File: src/rtl/sdram_refresh_sched.sv
module sdram_refresh_sched #(
  parameter int CNT_W = 16,
  parameter int TW    = 4
) (
  input  logic             clk,
  input  logic             rst_n,
  input  logic [CNT_W-1:0] cfg_period,
  input  logic [TW-1:0]    cfg_trp,
  input  logic [TW-1:0]    cfg_trc,
  input  logic             seq_gnt,
  input  logic             bank_open,
  output logic             ref_req,
  output logic             acc_stall,
  output logic             rows_forget,
  output logic             ovf,
  output logic             sd_cs_n,
  output logic             sd_ras_n,
  output logic             sd_cas_n,
  output logic             sd_we_n,
  output logic             sd_a10
);

  typedef enum logic [2:0] {S_IDLE, S_WAIT, S_PRE, S_TRP, S_AREF, S_TRC} st_t;

  st_t              st;
  logic [CNT_W-1:0] cnt;
  logic [TW-1:0]    wcnt;
  logic             pend;
  logic             tick;

  assign tick = (cfg_period != '0) && (cnt == CNT_W'(1));

  always_ff @(posedge clk) begin
    if (!rst_n)                 cnt <= '0;
    else if (cfg_period == '0)  cnt <= '0;
    else if (cnt < CNT_W'(2))   cnt <= cfg_period;
    else                        cnt <= cnt - CNT_W'(1);
  end

  always_ff @(posedge clk) begin
    if (!rst_n) begin
      pend <= 1'b0;
      ovf  <= 1'b0;
    end else begin
      if (tick)                pend <= 1'b1;
      else if (st == S_AREF)   pend <= 1'b0;
      if (tick && pend && st != S_AREF) ovf <= 1'b1;
    end
  end

  always_ff @(posedge clk) begin
    if (!rst_n) begin
      st   <= S_IDLE;
      wcnt <= '0;
    end else begin
      case (st)
        S_IDLE: if (pend) st <= S_WAIT;
        S_WAIT: if (seq_gnt) st <= bank_open ? S_PRE : S_AREF;
        S_PRE: begin
          if (cfg_trp < TW'(2)) st <= S_AREF;
          else begin
            wcnt <= cfg_trp - TW'(2);
            st   <= S_TRP;
          end
        end
        S_TRP: begin
          if (wcnt == '0) st <= S_AREF;
          else            wcnt <= wcnt - TW'(1);
        end
        S_AREF: begin
          if (cfg_trc < TW'(2)) st <= S_IDLE;
          else begin
            wcnt <= cfg_trc - TW'(2);
            st   <= S_TRC;
          end
        end
        S_TRC: begin
          if (wcnt == '0) st <= S_IDLE;
          else            wcnt <= wcnt - TW'(1);
        end
        default: st <= S_IDLE;
      endcase
    end
  end

  assign ref_req     = (st == S_WAIT);
  assign acc_stall   = pend || (st != S_IDLE);
  assign rows_forget = (st == S_AREF);
  assign sd_cs_n     = !(st == S_PRE || st == S_AREF);
  assign sd_ras_n    = !(st == S_PRE || st == S_AREF);
  assign sd_cas_n    = !(st == S_AREF);
  assign sd_we_n     = !(st == S_PRE);
  assign sd_a10      = (st == S_PRE);

endmodule

File: config.mk
export PLATFORM = sky130hd
export DESIGN_NAME = sdram_refresh_sched
export DESIGN_NICKNAME = d
export VERILOG_FILES = /design/src/rtl/sdram_refresh_sched.sv
export SDC_FILE = /design/constraint.sdc
export NUM_CORES = 1
export LEC_CHECK = 0
export CORE_ASPECT_RATIO = 1.1
export CORE_MARGIN = 2
export CORE_UTILIZATION = 50
export CTS_BUF_LIST = sky130_fd_sc_hd__clkbuf_8
export CTS_CLUSTER_SIZE = 30
export DETAILED_ROUTE_END_ITERATION = 10
export PLACE_DENSITY = 0.8
export SLEW_MARGIN = 20
export SYNTH_ARGS = -nofsm -noshare
export SYNTH_HDL_FRONTEND = slang
export SYNTH_SLANG_ARGS = --single-unit
export TNS_END_PERCENT = 50
File: constraint.sdc
create_clock -name clk -period 6.5 [get_ports clk]
set_input_delay 1.3 -clock clk [delete_from_list [all_inputs] [get_ports clk]]
set_output_delay 1.3 -clock clk [all_outputs]
set_load 0.005 [all_outputs]
== Word level (Yosys, flattened, before mapping) ==
Index checks and enable logic that the tools add are counted.
Storage, ports and cells
  register bits: 25
  bits of input ports: 28
  output and inout bits: 9
  logic and storage cells: 61
Cells by class
  add/sub/neg operators: 4
  $lt $le $gt $ge: 3
  equal/unequal tests: 14
  mux-type cells: 15
  bitwise logic cells: 1
  reduce and logical (&&, ||, !) cells: 19
Operators by type and width (count)
  3-bit 2-to-1 mux: 7
  3-bit case mux with 6 select lines: 1
  16-bit by 1-bit == test with 1-bit output (second input constant): 1
  16-bit zero test: 1
  16-bit by 2-bit < comparator with 1-bit output (second input constant): 1
  16-bit 2-to-1 mux: 1
  16-bit nonzero test: 1
  16-bit by 1-bit subtractor with 16-bit output (second input constant): 1
  2-bit != test (second input constant): 7
  4-bit 2-to-1 mux: 3
  4-bit case mux with 3 select lines: 1
  4-bit by 2-bit < comparator with 1-bit output (second input constant): 2
  4-bit AND reduction: 2
  4-bit by 2-bit subtractor with 4-bit output (second input constant): 2
  3-bit by 2-bit == test with 1-bit output (second input constant): 2
  3-bit == test (second input constant): 2
  3-bit nonzero test: 2
  4-bit zero test: 1
  2-bit OR reduction: 2
  4-bit by 1-bit subtractor with 4-bit output (second input constant): 1
  3-bit by 1-bit == test with 1-bit output (second input constant): 1
  1-bit logical AND: 3
  1-bit zero test: 3
  3-bit zero test: 1
  5 further kinds: 7

== Logic depth before layout (Yosys ltp) ==
  depth after elaboration: 4
  mapped depth: 7
  gate-level depth less buffers: 6

== Worst setup path before layout ==
Ideal clock, no wire load.
  kind: register to output
  from: register st[0]
  to: output sd_ras_n
  arrival: 1347 ps
  data required time: 5200 ps
  slack: 3853 ps
  stages on the path, launching flop included: 7
  buffers on the path: 3
  cells stage by stage: dfxtp_1 -> clkbuf_1 -> or3b_2 -> clkbuf_1 -> inv_1 -> nor2_1 -> buf_4
Between the ends
  longest elaborated chain between the ends: 3
  elaborated cells on any way between the ends: 4
  classes of those cells: eq/ne (2); reduce/logical (2)
RTL lines
  start, declared: line 25  | st_t st;
  start signal, assigned: line 58  | S_WAIT: if (seq_gnt) st <= bank_open ? S_PRE : S_AREF;
  3-bit == test
  net rows_forget: line 14  | output logic rows_forget,
  1-bit logical OR: line 90  | assign sd_ras_n = !(st == S_PRE || st == S_AREF);
  1-bit zero test: line 90
  end, declared: line 17  | output logic sd_ras_n,
The timed path passes the listed nets, and every way through them passes these cells.

== Worst setup path in the final report ==
  from: register st[1]
  to: output sd_a10
Between the ends
  longest elaborated chain between the ends: 1
RTL lines
  3-bit by 2-bit == test with 1-bit output: line 93  | assign sd_a10 = (st == S_PRE);
  end, declared: line 20  | output logic sd_a10
No other way between the ends.

==> results.md <==
- Post-synth EDFFs: 0
- Top_reg_cell synth: dfxtp_1
- P_leak: 0.738 nW
- CP Cell Sequence: or3b_2 > inv_1 > clkdlybuf4s50_1
- Pwr Density: 351 nW/um^2
- Largest net degree at the start of global routing: 20
- Count of final hold-check violations: 0
- Residual DRC: 0
- # diodes: 0
- WL/cell: 13.8 um
- Worst Skew: 0.0144 ns
- Worst VDD drop: 222 uV
- Post-Synthesis Cell Area: 1670 sq um
- Die height: 64.7 um
- Critical path required time: 5.20 ns
- Setup_tns: 0 ns
- Async S/R FF share, synth: 0%
- Worst setup EP type: primary output
- Period Utilization, post-route: 51.2%
- Row Count: 22
- Dpl hpwl: 2900 um
- Max Fclk: 300 MHz
- CTS tree: done
- DRT Pass-1 Iters: 4
- Initial antenna violation count: 0
- Total of max-cap violations: 0
- Post-CTS Setup Bufs: 0
- CTS H-tree lvls: 1
- Die Wd: 59.2 um
- Crit path DAT: 2.03 ns
- Fin crit period: 3.33 ns
- RSZ-0062 raised after global routing: no
- Fin nets: 273
- Layout cells sized above 1: 5.04%
- Compound-Gate Fraction of Synth Area: 21.3%
- Post-synthesis mux area share: 0%
- Drt total wl: 3780 um
- Worst-Margin Slew: 0.580 ns
- Synth-to-layout area growth: 22.9%
- Num CTS Buffers: 3
- HP Class: flop to flop
- Mapped Avg Cell Area: 7.82 sq um
- Die area: 3820 sq um
- Crit path largest cell delay: 0.66 ns
- GR Overflow Total: 0
- Yosys Warn Count: 0
- Top post-synthesis cells by area: dfxtp_1 30%, nor3_1 7.5%, a211oi_1 5.4%, xnor2_1 4.7%, ha_1 4.5%
- Setup Viol. Count Final: 0
- Post-cts gate resize count: 0
- Commonest cells in the synthesized netlist: 25 x dfxtp_1, 25 x nor3_1, 14 x clkbuf_1, 14 x nand2_1, 13 x inv_1
- Placed insts: 270
- Syn nets: 248
- Multi-input gate area: 1050 sq um
- Fin cells: 274
- Crit path kind: flop to primary output
- Synth top area share: 29.9%
- Synth Register Bits: 25
- Sequential area share after synthesis: 29.9%
- Post-Syn Instances: 214
- Synth Area in Simple Gates: 30.3%
- Number of primary I/O pins: 37
- Core area: 3280 sq um
- Fill cells: 306
- Synth Area in Adders: 4.49%
- Final Wtd Congestion: 0.829
- Root buffer cell: clkbuf_8
- Vias in the first global route: 1,488
- First-pass GRT wire length: 6510 um
- Unique cell type count in the Yosys netlist: 44
- Hold buffers post-CTS: 0
- Max_slew headroom: 61.2%
- DR iter-0 viols: 58
- Leading area contributor after synthesis: dfxtp_1
- Clk slew on worst S/H paths: 0.10 ns
- CP max FO: 18
- Sink Count: 25
- Initial Utilization: 51.1%
- Slew Limit Fails: 0
- Clk Latency, worst-skew pair: 0.27 ns
- Post-route ant nets: 0
- Port Buffers: 36
- Clock buffer depth: 2
- Storage element area: 500 sq um
- Gr usage total: 21.3%
- Vias post-DR: 1,633
- XOR/XNOR share of the synthesized area: 6.81%
- Largest family of logic cells by synthesized area: simple AND/OR/NAND/NOR gates
- Vias per inst: 5.96
- Outcome: finished clean
- CP max-delay cell: dfxtp_1
- Fin util: 62.8%
- Reg2reg setup slack: 4.18 ns
- Worst setup SP type: flop
==> per-stage QoR <==
| stage | setup WS [ns] | hold slack [ns] | instance area (sq um) | power, mW |
|---|---|---|---|---|
| after floorplan | 3.85 | 0.449 | 1670 | 0.553 |
| after global routing | 3.06 | 0.512 | 2060 | 0.783 |
| after global placement | 3.48 | 0.435 | 2010 | 0.624 |
| final | 3.17 | 0.460 | 2060 | 0.723 |
| after CTS | 3.17 | 0.470 | 2060 | 0.723 |
| after detailed placement | 3.46 | 0.448 | 2010 | 0.629 |
==> layer usage <==
layer | wire (um) | GRT usage, % | part of all wire [%]
met1 | 1850 | 29.9 | 49
met4 | 26 | 4.26 | 0.69
met5 | 0 | 0 | 0
met2 | 1750 | 34.6 | 46
met3 | 164 | 2.99 | 4.3
==> area by class of cell <==
class	instances	share of cell area, %
clock buffers	3	2.01
multi-input cells	160	51.2
clock inverters	1	0.365
inverters	13	2.37
flip-flops and latches	25	24.3
repair buffers	36	17.5
well taps	36	2.19
==> power by group <==
group	switching [mW]	internal, mW
Sequential	0.0583	0.200
Combinational	0.205	0.166
Clock	0.0489	0.0434
==> cell families (layout without fill, tap and decap cells) <==
group,count (synthesis),count (layout)
flip-flops,25,25
XOR/XNOR,13,13
AO/OA/AOI/OAI,50,50
AND/OR/NAND/NOR,91,91
buffers and inverters,29,53
adder cells (fa/ha/maj),6,6
==> worst paths after layout <==
check                     startpoint           endpoint  cells past startpoint
setup / recovery  st[1]$_SDFFE_PN0P_             sd_a10                      3
setup reg to reg   cnt[6]$_SDFF_PP0_  cnt[0]$_SDFF_PP0_                      4
hold / removal      ovf$_SDFFE_PN0P_   ovf$_SDFFE_PN0P_                      2
hold reg to reg     ovf$_SDFFE_PN0P_   ovf$_SDFFE_PN0P_                      2
==> critical path: cells and delay by family (launching register included) <==
kind | cells | cell delay, ns
flops | 1 | 0.66
buf+inv | 2 | 0.58
simple gates | 1 | 0.54
==> cell usage in the layout (no fill, tap or decap), drive strengths merged, types with 7 or more instances in the layout <==
master and count:
a21oi 7, dfxtp 25, nand2 14, nor4 11, a211oi 12, clkdlybuf4s50 36
inv 13, nor3 25, nor2 9, xnor2 9
==> registers in the layout, summed over array words and instances, names as in the netlist <==
| name | flops |
|---|---|
| cnt | 16 |
| wcnt | 4 |
| st | 3 |
| ovf | 1 |
| pend | 1 |
Power figures use the tool's default switching activity.
